File: config.mk
export PLATFORM = sky130hd
export DESIGN_NAME = blk_refill_ctrl
export DESIGN_NICKNAME = d
export VERILOG_FILES = /design/src/rtl/refill_pkg.sv /design/src/rtl/refill_bank.sv /design/src/rtl/refill_sched.sv /design/src/rtl/blk_refill_ctrl.sv
export SDC_FILE = /design/constraint.sdc
export NUM_CORES = 1
export LEC_CHECK = 0
export ABC_AREA = 1
export BUFFER_PORTS_ARGS = -buffer_cell sky130_fd_sc_hd__buf_2
export CAP_MARGIN = 10
export CORE_AREA = 2 2 103 105
export DETAILED_ROUTE_END_ITERATION = 10
export DIE_AREA = 0 0 105 107
export PLACE_DENSITY = 0.67
export SLEW_MARGIN = 20
export SYNTH_ARGS = -nofsm -noshare
export SYNTH_HDL_FRONTEND = slang
export SYNTH_SLANG_ARGS = --single-unit
export TNS_END_PERCENT = 1
File: constraint.sdc
create_clock -name clk -period 4 [get_ports clk]
set_input_delay 0.8 -clock clk [delete_from_list [all_inputs] [get_ports clk]]
set_output_delay 0.8 -clock clk [all_outputs]
set_load 0.1 [all_outputs]
File: src/rtl/refill_pkg.sv
// Package: constants and helpers shared by the refill controller.
// Assumes a four-word block of 32-bit words.
package refill_pkg;
    localparam int WORD_W = 32;
    localparam int NUM_WORDS = 4;

    localparam int ORG_NARROW = 0;
    localparam int ORG_WIDE = 1;
    localparam int ORG_INTERLEAVED = 2;

    // Returns the edge count, after acceptance, at which word idx is transferred.
    function automatic int xfer_cycle(int org, int idx, int adr, int acc, int xfr);
        if (org == ORG_NARROW)
            return adr + (idx + 1) * (acc + xfr);
        else if (org == ORG_WIDE)
            return adr + acc + xfr;
        else
            return adr + acc + (idx + 1) * xfr;
    endfunction

    // Returns the fixed storage contents at a word address.
    function automatic logic [WORD_W-1:0] seed_word(logic [31:0] wa);
        return (wa * 32'h0100_0193) ^ 32'hA5A5_5A5A;
    endfunction
endpackage

File: src/rtl/refill_bank.sv
// Module: one storage bank with computed read-only contents.
// Row e of bank k holds the word at word address e*NUM_WORDS+k.
// The read is combinational; the access time is counted by the scheduler.
module refill_bank
    import refill_pkg::*;
#(
    parameter int BANK_IDX = 0,
    parameter int DEPTH = 16,
    localparam int AW = $clog2(DEPTH)
) (
    input  logic [AW-1:0]     row,
    output logic [WORD_W-1:0] rdata
);
    logic [WORD_W-1:0] cells [DEPTH];

    // Fill every row with its computed word.
    for (genvar e = 0; e < DEPTH; e++) begin : g_row
        assign cells[e] = seed_word(32'(e * NUM_WORDS + BANK_IDX));
    end

    // Read the addressed row.
    assign rdata = cells[row];
endmodule

File: src/rtl/refill_sched.sv
// Module: refill timing scheduler.
// It counts edges from acceptance and flags the edge at which each word is
// transferred, according to the organization chosen by ORG.
// It assumes that req is a level sampled on the rising edge; a request that
// arrives while busy is dropped.
module refill_sched
    import refill_pkg::*;
#(
    parameter int ORG = ORG_INTERLEAVED,
    parameter int ADR_CYC = 1,
    parameter int ACC_CYC = 15,
    parameter int XFR_CYC = 1,
    localparam int TOTAL = xfer_cycle(ORG, NUM_WORDS - 1, ADR_CYC, ACC_CYC, XFR_CYC),
    localparam int CW = $clog2(TOTAL + 1)
) (
    input  logic                 clk,
    input  logic                 rst_n,
    input  logic                 req,
    output logic                 accept,
    output logic [NUM_WORDS-1:0] xfer,
    output logic                 last
);
    logic          busy;
    logic [CW-1:0] cnt;

    assign accept = req && !busy;
    assign last   = busy && (cnt == CW'(TOTAL));

    // Track the refill in flight and count its edges.
    always_ff @(posedge clk) begin
        if (!rst_n) begin
            busy <= 1'b0;
            cnt  <= '0;
        end else if (accept) begin
            busy <= 1'b1;
            cnt  <= CW'(1);
        end else if (last) begin
            busy <= 1'b0;
            cnt  <= '0;
        end else if (busy) begin
            cnt <= cnt + 1'b1;
        end
    end

    // Decode the transfer edge of each word.
    for (genvar i = 0; i < NUM_WORDS; i++) begin : g_xfer
        localparam int TI = xfer_cycle(ORG, i, ADR_CYC, ACC_CYC, XFR_CYC);
        assign xfer[i] = busy && (cnt == CW'(TI));
    end


    busy_hold_chk: assert property (@(posedge clk) disable iff (!rst_n)
        (busy && req && !last) |=> (busy && cnt == $past(cnt) + 1'b1));
endmodule

File: src/rtl/blk_refill_ctrl.sv
// Module: cache block refill controller (top).
// It latches the block number on acceptance, reads the four banks, and
// registers each word into its lane on that word's transfer edge.
// Done is raised with the last word.
module blk_refill_ctrl
    import refill_pkg::*;
#(
    parameter int ORG = ORG_INTERLEAVED,
    parameter int BLK_AW = 4,
    parameter int ADR_CYC = 1,
    parameter int ACC_CYC = 15,
    parameter int XFR_CYC = 1
) (
    input  logic                        clk,
    input  logic                        rst_n,
    input  logic                        req,
    input  logic [BLK_AW-1:0]           req_blk,
    output logic [NUM_WORDS*WORD_W-1:0] wd_data,
    output logic [NUM_WORDS-1:0]        wd_valid,
    output logic                        done
);
    localparam int DEPTH = 2 ** BLK_AW;

    logic                 accept;
    logic                 last;
    logic [NUM_WORDS-1:0] xfer;
    logic [BLK_AW-1:0]    blk_q;
    logic [WORD_W-1:0]    bank_rd [NUM_WORDS];
    logic [NUM_WORDS-1:0] seen;

    refill_sched #(
        .ORG(ORG), .ADR_CYC(ADR_CYC), .ACC_CYC(ACC_CYC), .XFR_CYC(XFR_CYC)
    ) u_sched (
        .clk(clk), .rst_n(rst_n), .req(req),
        .accept(accept), .xfer(xfer), .last(last)
    );

    // Hold the block number of the refill in flight.
    always_ff @(posedge clk) begin
        if (!rst_n)
            blk_q <= '0;
        else if (accept)
            blk_q <= req_blk;
    end

    for (genvar k = 0; k < NUM_WORDS; k++) begin : g_bank
        refill_bank #(.BANK_IDX(k), .DEPTH(DEPTH)) u_bank (
            .row(blk_q), .rdata(bank_rd[k])
        );

        // Load lane k on its transfer edge; hold it otherwise.
        always_ff @(posedge clk) begin
            if (!rst_n)
                wd_data[k*WORD_W +: WORD_W] <= '0;
            else if (xfer[k])
                wd_data[k*WORD_W +: WORD_W] <= bank_rd[k];
        end
    end

    // Register the strobes and the done pulse.
    always_ff @(posedge clk) begin
        if (!rst_n) begin
            wd_valid <= '0;
            done     <= 1'b0;
        end else begin
            wd_valid <= xfer;
            done     <= last;
        end
    end

    // Record the words already delivered in this refill (checking only).
    always_ff @(posedge clk) begin
        if (!rst_n || accept)
            seen <= '0;
        else
            seen <= seen | wd_valid;
    end


    done_last_chk: assert property (@(posedge clk) disable iff (!rst_n)
        done |-> wd_valid[NUM_WORDS-1]);


    done_single_chk: assert property (@(posedge clk) disable iff (!rst_n)
        done |=> !done);


    for (genvar i = 1; i < NUM_WORDS; i++) begin : g_ord
        word_order_chk: assert property (@(posedge clk) disable iff (!rst_n)
            wd_valid[i] |-> &(seen[i-1:0] | wd_valid[i-1:0]));
    end


    strobe_once_chk: assert property (@(posedge clk) disable iff (!rst_n)
        ((wd_valid & seen) == '0));
endmodule

==> flow_results.org, run 1 <==
** Run status
- The flow ran to the end, and the final reports show no timing, DRC or antenna violations.

** Timing
- Period utilisation layout :: between 50% and 60%
- The total count of max-transition violations in the final report came to 0.
- Setup_tns :: 0 ps
- The total count of hold-check failures in the final report came to 0.
- Setup repair after global routing missed its margin :: no
- In the post-route analysis, the smallest setup slack over all paths is a little under 2000 ps.
- Derived from the worst setup path, the maximum achievable clock frequency is 482 MHz.
- The worst pin sits at a relative slew slack of between 40% and 50%.
- Shortest period the worst path allows :: around 2100 ps
- Largest clock skew in the final design :: between 10 and 15 ps
- For the pin with the worst max-slew slack, the measured transition is roughly 810 ps.
- Setup violations remaining at the end of the flow were counted as 0.

** Final layout
- Post-layout utilization of the core :: between 40 and 50%
- Number of antenna diodes :: 0
- Fraction of layout cells with a size suffix above 1 :: 21.6%
- Area of all placed cells without fillers :: 4620 um^2
- Relative to the synthesized area, the layout overhead comes to 12.1%.
- The net count of the finished layout is 659.

** Power and ir drop
- Of the total power, the clock network draws 35.5%.
- Combinational cells account for around 16% of the total power.
- NetSw :: 599 uW
- Pleak :: 2.33 nW
- Sequential share of power :: 48.3%
- The internal power of the cells totals approximately 1.2 mW.
- Ratio of total power to cell area :: roughly 390 nW/um^2
- Net switching share of the total power :: between 30% and 40%
- Peak VDD IR :: around 180 uV

** Setup path
- Standard cell with the maximum stage delay on the critical path :: sky130_fd_sc_hd__buf_2
- Max Fanout on Critical Path :: 8
- Capturing element type of the critical path :: output port
- Number of buffer and inverter stages on the critical path :: 1
- Cell family with most CP delay :: buffers and inverters
- STA puts the critical path data arrival time at 1270 ps.
- The startpoint identified for the worst register-to-register timing path is blk_q[1]$_SDFFE_PN0P_.
- End of the worst register-to-register path :: wd_data[9]$_SDFFE_PN0P_
- Walking the worst path, the cells encountered are buf_2.
- Reg2reg path depth :: 8
- Worst setup slack for register-to-register paths :: ~2000 ps
- The critical path starts at wd_data[89]$_SDFFE_PN0P_.
- Worst setup path endpoint :: wd_data[85]
- The worst setup path is launched from a flop.
- In this design, the stage delay of the slowest critical-path cell is roughly 470 ps.
- Number of logic stages on the critical path including buffering :: 1
- At the worst endpoint, the required time is 3200 ps.
- Critical path class :: flop to output port

** Yosys
- Yosys instantiated no cell more often than sky130_fd_sc_hd__nand2_1.
- Of the synthesized area, sequential elements account for 41.3%.
- Library cells used by synthesis :: 27
- Flops & latches, synth :: 85
- Share of flip-flops with an asynchronous set or reset :: 0%
- Synthesized area per cell :: roughly 7.2 um^2
- After synthesis, the cell types taking the most area are sky130_fd_sc_hd__dfxtp_1 41%, sky130_fd_sc_hd__nand2_1 14%, sky130_fd_sc_hd__buf_4 11%.
- Syn. warnings :: 0
- Number of synthesized flops with an enable pin :: 0
- Synthesis produced a netlist whose cell count is 571.
- Commonest register cell after synthesis :: sky130_fd_sc_hd__dfxtp_1
- Cell area after synthesis :: 4120 um^2
- Synth cell count leaders :: 155 x sky130_fd_sc_hd__nand2_1, 85 x sky130_fd_sc_hd__dfxtp_1, 61 x sky130_fd_sc_hd__nor2_1
- Post-synth top area cell :: sky130_fd_sc_hd__dfxtp_1
- Yosys top cell area share :: just over 40%

** Global route
- Across every metal layer, demand over resource in global routing totals between 15 and 20%.
- The total overflow left after global routing is 0.
- The number of antenna violations at the first check in global routing came to 0.
- Entering global routing, the biggest net connects slightly above 40 pins.
- Wire length of the first global-routing pass :: 17400 um
- Vias in the first global route :: 3467

** Floorplan
- Floorplan die width :: 105 um
- Placement row count :: 37
- Core Region :: approximately 10000 um^2
- The die covers 11200 um^2.
- The die is around 110 um tall.
- 140 I/O pins were placed.
- Once the floorplan was initialized, standard cells occupied about two fifths of the core.

** Drt
- The first detailed-routing pass took 5 iterations.
- DR vias :: 3761
- Wire length after detailed routing :: 11100 um
- After detailed routing, the number of remaining DRC violations is 0.
- Dividing the detail-routed via count by the number of cells gives just under 5.
- After detailed routing, the average wire length per cell comes to roughly 14 um.
- After the first detailed-routing iteration, the DRC count stood at between 300 and 400.
- Antenna viol nets, final :: 0

** Placed design
- Placed standard-cell area :: roughly 4400 um^2
- Worst Setup Slack post-DPL :: 1890 ps
- At the end of routability-driven placement, the weighted congestion stood at a little over 0.9.
- Number of port buffers :: between 100 and 150
- Final HPWL from detailed placement :: 7790 um

** Clocking
- Clock buffer count from CTS :: 9
- The clock passes through at most 2 buffers.
- Number of buffers added to fix hold violations after cts :: 0
- After clock tree synthesis, the setup repair step added 0 buffers.
- TritonCTS built the clock tree.
- Clock transition at the register clock pins on the worst setup and hold paths after CTS :: around 90 ps
- The tree built by TritonCTS fans out to 85 sinks.
- CTS root buf :: sky130_fd_sc_hd__clkbuf_8
- Number of cells upsized or downsized after cts :: 0
- The H-tree was split into 3 levels.
- At the later pin of the worst-skew pair, clock insertion delay measures roughly 370 ps.

** Worst hold path
- The worst hold path belongs to the class flop to flop.

** Run
- The tool flagged a number of max-cap violations equal to 0.
[worst min path at each step]
stage                                       end  slack, ps                   startpoint  cells past startpoint
floorplan           u_sched.cnt[4]$_SDFFE_PP0P_        500  u_sched.cnt[4]$_SDFFE_PP0P_                      2
global placement      wd_data[122]$_SDFFE_PN0P_        440    wd_data[122]$_SDFFE_PN0P_                      2
detailed placement    wd_data[122]$_SDFFE_PN0P_        440    wd_data[122]$_SDFFE_PN0P_                      2
CTS                   wd_data[122]$_SDFFE_PN0P_        460    wd_data[122]$_SDFFE_PN0P_                      2
global route          wd_data[122]$_SDFFE_PN0P_        470    wd_data[122]$_SDFFE_PN0P_                      2
finish                wd_data[125]$_SDFFE_PN0P_        450    wd_data[125]$_SDFFE_PN0P_                      2
[final cells by class]
type | instances | area (um^2)
well taps | 136 | 170
clock buffers | 9 | 124
flip-flops and latches | 85 | 1700
clock inverters | 7 | 80.1
repair buffers | 112 | 573
inverters | 32 | 124
multi-input cells | 402 | 1850
fillers | 1108 | 5470
[flip-flops by register name (all words and copies together) (netlist names)]
name	count
wd_data	71
u_sched.cnt	5
blk_q	4
wd_valid	3
done	1
u_sched.busy	1
[cells in the final DEF (no fill, tap or decap)]
master,n
sky130_fd_sc_hd__o21a_1,3
sky130_fd_sc_hd__o21ai_1,3
sky130_fd_sc_hd__nand3_1,33
sky130_fd_sc_hd__nor3_1,1
sky130_fd_sc_hd__o21bai_1,1
sky130_fd_sc_hd__nand2_1,155
sky130_fd_sc_hd__nand2_2,2
sky130_fd_sc_hd__dfxtp_1,85
sky130_fd_sc_hd__clkinv_1,1
sky130_fd_sc_hd__nor2_1,61
sky130_fd_sc_hd__clkinv_2,3
sky130_fd_sc_hd__nor2_4,3
sky130_fd_sc_hd__clkinvlp_4,2
sky130_fd_sc_hd__xor2_1,2
sky130_fd_sc_hd__clkinv_4,1
sky130_fd_sc_hd__inv_6,3
sky130_fd_sc_hd__inv_1,27
sky130_fd_sc_hd__clkbuf_8,9
sky130_fd_sc_hd__buf_4,5
sky130_fd_sc_hd__nand4_1,2
sky130_fd_sc_hd__bufinv_16,1
sky130_fd_sc_hd__nand3_4,2
sky130_fd_sc_hd__ha_1,10
sky130_fd_sc_hd__a21oi_1,43
sky130_fd_sc_hd__buf_2,107
sky130_fd_sc_hd__o21ai_0,48
sky130_fd_sc_hd__conb_1,32
sky130_fd_sc_hd__inv_2,1
sky130_fd_sc_hd__nand3_2,1
[kinds of logic (layout without fill, tap and decap cells)]
kind of cell | after synthesis | after routing | synth area share (%)
adders and majority gates | 10 | 10 | 3.04
AOI/OAI and AO/OA | 98 | 98 | 12.1
buffers and inverters | 115 | 160 | 16.7
and+or+nand+nor | 260 | 260 | 26.3
DFF | 85 | 85 | 41.3
xor gates and xnor gates | 2 | 2 | 0.425
other | 1 | 32 | 0.0910
[metrics by stage]
stage,hold slack (ps),instances,total power [mW]
floorplan,498,602,1.15
finish,452,783,1.79
global route,472,783,1.85
CTS,456,783,1.79
detailed placement,437,767,1.17
global placement,439,767,1.17
[power groups by stage]
| stage | clock network [mW] | registers, mW | logic [mW] |
|---|---|---|---|
| global placement | 0 | 0.883 | 0.283 |
| CTS | 0.642 | 0.863 | 0.286 |
| finish | 0.635 | 0.863 | 0.290 |
| global route | 0.672 | 0.865 | 0.311 |
| floorplan | 0 | 0.876 | 0.275 |
| detailed placement | 0 | 0.883 | 0.284 |
[routing by layer]
metal / GRT usage [%] / vias to the layer above / wire length (um)
li1: - / 1867 / -
met1: 24.2 / 1704 / 4550
met2: 33.3 / 167 / 5410
met3: 4.13 / 23 / 866
met4: 7.33 / 0 / 230
met5: 0 / - / 0
(Power assumes the default switching activity.)
==> inputs of run 2 (changes only) <==
--- a/config.mk
+++ b/config.mk
@@ -11,7 +11,7 @@
 export CORE_AREA = 2 2 103 105
 export DETAILED_ROUTE_END_ITERATION = 10
 export DIE_AREA = 0 0 105 107
-export PLACE_DENSITY = 0.67
+export PLACE_DENSITY = 0.7
 export SLEW_MARGIN = 20
 export SYNTH_ARGS = -nofsm -noshare
 export SYNTH_HDL_FRONTEND = slang
==> constraint.sdc (replaced) <==
create_clock -name clk -period 1.84 [get_ports clk]
set_input_delay 0.368 -clock clk [delete_from_list [all_inputs] [get_ports clk]]
set_output_delay 0.368 -clock clk [all_outputs]
set_load 0.1 [all_outputs]
==> run 2 against run 1 <==
Compared with the run above:
- first-iteration DRC count is 42% lower
- sequential power is 120% higher
- combinational power is 130% higher
- global-route usage is 0.16 points lower
- register-to-register slack worse by 1800 ps
- wire length is 1.1% lower
- die area stayed put
- total power is 120% higher
- cell count is 1.7% higher
- clock power is 120% higher
- clock skew is 3.6 ps higher
==> flow_results.org, run 2 (synthesis gave the netlist of run 1 again) <==
** Floorplan
- The placeable core area was 10100 um^2 (unchanged).
- Floorplan die width :: 105 um (unchanged)
- Die Y-Extent :: 107 um (unchanged)
- The number of placement rows came to 37 (unchanged).
- Initial standard-cell utilization of the core :: 40.8% (unchanged)
- The boundary pin count came to 140 (unchanged).
- The die area was 11200 um^2 (unchanged).

** Clocking
- The number of buffers on the longest clock path came to 2 (unchanged).
- The tree is rooted in a sky130_fd_sc_hd__clkbuf_8.
- Number of setup buffers added after CTS :: 0 (unchanged)
- The number of buffers inserted for hold repair after clock tree synthesis is 0 (unchanged).
- TritonCTS clock tree :: yes
- Htree depth :: 3 (unchanged)
- The clock latency on the worst-skew pair is 370 ps (about the same).
- The number of clock sinks came to 85 (unchanged).
- Number of cells upsized or downsized after cts :: 0 (unchanged)
- The number of clock buffers inserted by TritonCTS is 9 (unchanged).
- The clock input transition at the sequential cells of the worst setup and hold paths was 100 ps (about the same).

** Timing
- For this run, the top clock speed supported by timing is between 500 and 600 MHz.
- Shortest period the worst path allows :: around 1700 ps
- Count of final hold-check violations :: 0 (unchanged)
- Final critical-path setup slack :: 145 ps (-1780 ps)
- Of the available clock period, the critical path in the final layout requires slightly above 90%.
- Setup repair after global routing missed its margin :: no
- The final setup TNS was 0 ps (unchanged).
- The total count of max-transition violations in the final report came to 0 (unchanged).
- Largest clock skew in the final design :: 14.7 ps (+3.55 ps)
- Setup violations, final :: 0 (unchanged)

** Placed design
- Number of port buffers :: 107 (unchanged)
- The minimum setup slack after placement was 192 ps (-1700 ps).
- The instance area at placement came to 4520 um^2 (+2.2%).
- Final HPWL from detailed placement :: 8020 um (+2.9%)
- Routability cong. :: 0.896 (-2.6%)
- The number of instances in the placed design came to 780 (+1.7%).

** Setup path
- Data required time at the worst endpoint :: 2090 ps (-1110 ps)
- The worst reg-to-reg setup slack came to 140 ps (-1850 ps).
- The worst register-to-register path begins at blk_q[0]$_SDFFE_PN0P_.
- Max Fanout on Critical Path :: 9 (+1)
- The data arrival at the endpoint of the critical path is 1950 ps (+680 ps).
- Reg2reg path depth :: 7 (-1)
- STA classifies the critical path startpoint as a flop.
- The endpoint identified for the worst register-to-register timing path is wd_data[75]$_SDFFE_PN0P_.
- STA classifies the critical path endpoint as a flop.
- The setup path with the least slack is of type flop to flop.

** Final layout
- From synthesis to final layout, the design area changed by 14.6%.
- The share of final-layout standard cells stronger than drive strength 1 is 23.3% (+1.7 points).
- Number of filler instances in the final layout :: 1087 (-1.9%)
- The number of non-filler instances in the completed layout is 796 (+1.7%).
- Area of all placed cells without fillers :: 4720 um^2 (+2.2%)
- Flip-flop count of the largest register after layout :: 71 (unchanged)
- Leaving out fill and tap cells, the most frequent cell in the layout is sky130_fd_sc_hd__nand2_1.
- Reg with most FFs :: wd_data
- Most frequent cells in the layout :: 155 x sky130_fd_sc_hd__nand2_1, 107 x sky130_fd_sc_hd__buf_2, 84 x sky130_fd_sc_hd__dfxtp_1
- Number of antenna diodes :: 0 (unchanged)
- The number of nets at the end of the flow is 672 (+2.0%).
- Registers with the most flip-flops :: wd_data x71, u_sched.cnt x5, blk_q x4

** Drt
- DR vias :: 3758 (-0.080%)
- The sum of met2 wire segment lengths after detailed routing came to 5360 um (-0.83%).
- Metal-1 WL :: 4740 um (+4.2%)
- The number of vias per cell after detailed routing is 4.72 (-1.7%).
- The detailed-routing iteration count for the pre-antenna-repair pass came to 5 (unchanged).
- The detail-routed net length per standard cell was 13.7 um (-2.7%).
- Iteration-0 DRC count of the detailed router :: 185 (-42%)
- Top layer in use :: met4
- The number of nets with antenna violations after routing came to 0 (unchanged).
- The routed length on met3 came to 648 um (-25%).
- The wire length after detailed routing is 10900 um (-1.1%).
- The number of DRC violations after detailed routing is 0 (unchanged).

** Worst hold path
- The path class of the tightest hold or removal check is input pin to flop.
- Hold path endpoint :: blk_q[2]$_SDFFE_PN0P_
- The cell count of the worst hold path is 3 (+1).
- The worst hold path begins at req_blk[2].

** Run
- The number of max-cap violations was 0 (unchanged).

** Run status
- Result of the run :: finished clean

** Power and ir drop
- Ratio of total power to cell area :: 830 nW/um^2 (+110%)
- Total Power :: 3.92 mW (+120%)
- Pleak :: 2.40 nW (+3.0%)
- Peak VDD IR :: 386 uV (+120%)

** Global route
- Antenna violations before repair :: 0 (unchanged)
- The largest net degree at the start of global routing is 40 (-2.4%).
- Final global-route overflow total :: 0 (unchanged)
- Overall track demand over capacity in global routing :: 19.4% (-0.16 points)
- Wire length of the first global-routing pass :: 17200 um (-1.1%)
- Vias in the first global route :: 3534 (+1.9%)
run 2: critical path: stages, from the launching register on:
cell and delay, ps:
sky130_fd_sc_hd__dfxtp_1 340, sky130_fd_sc_hd__clkinv_1 90, sky130_fd_sc_hd__buf_4 190, sky130_fd_sc_hd__ha_1 210, sky130_fd_sc_hd__nand2_1 200, sky130_fd_sc_hd__nand2_1 120, sky130_fd_sc_hd__o21ai_0 320, sky130_fd_sc_hd__a21oi_1 110
run 2: where the power goes:
group	internal, mW	switching (mW)	total [mW]
sequential	1.85	0.0107	1.86
clock	0.677	0.708	1.38
combinational	0.114	0.559	0.674
run 2: stage by stage:
stage	util, %	hold slack, ps
after floorplan	-	498
after global placement	44.7	443
after detailed placement	44.7	440
after CTS	46.8	302
after global routing	46.8	319
final	46.8	306
run 2: per-layer routing:
metal  up-vias  GRT usage, %
met1      1715          23.7
met5         -             0
met2       125          34.0
li1       1901             -
met3        17          4.19
met4         0          6.19
run 2: how the worst max path moves through the flow:
stage          cells past startpoint                      from                       end
6_report                           7     blk_q[0]$_SDFFE_PN0P_  wd_data[75]$_SDFFE_PN0P_
3_3_place_gp                       7     blk_q[0]$_SDFFE_PN0P_  wd_data[75]$_SDFFE_PN0P_
4_1_cts                            7     blk_q[0]$_SDFFE_PN0P_  wd_data[75]$_SDFFE_PN0P_
3_5_place_dp                       7     blk_q[0]$_SDFFE_PN0P_  wd_data[75]$_SDFFE_PN0P_
2_1_floorplan                      1  wd_data[24]$_SDFFE_PN0P_               wd_data[16]
5_1_grt                            7     blk_q[0]$_SDFFE_PN0P_  wd_data[75]$_SDFFE_PN0P_
run 2: layout make-up:
type	instances	area [um^2]	area share (%)
well taps	136	170	3.60
repair buffers	125	671	14.2
multi-input cells	402	1850	39.1
clock buffers	10	138	2.91
inverters	32	124	2.62
flip-flops and latches	85	1700	36.1
clock inverters	6	68.8	1.46
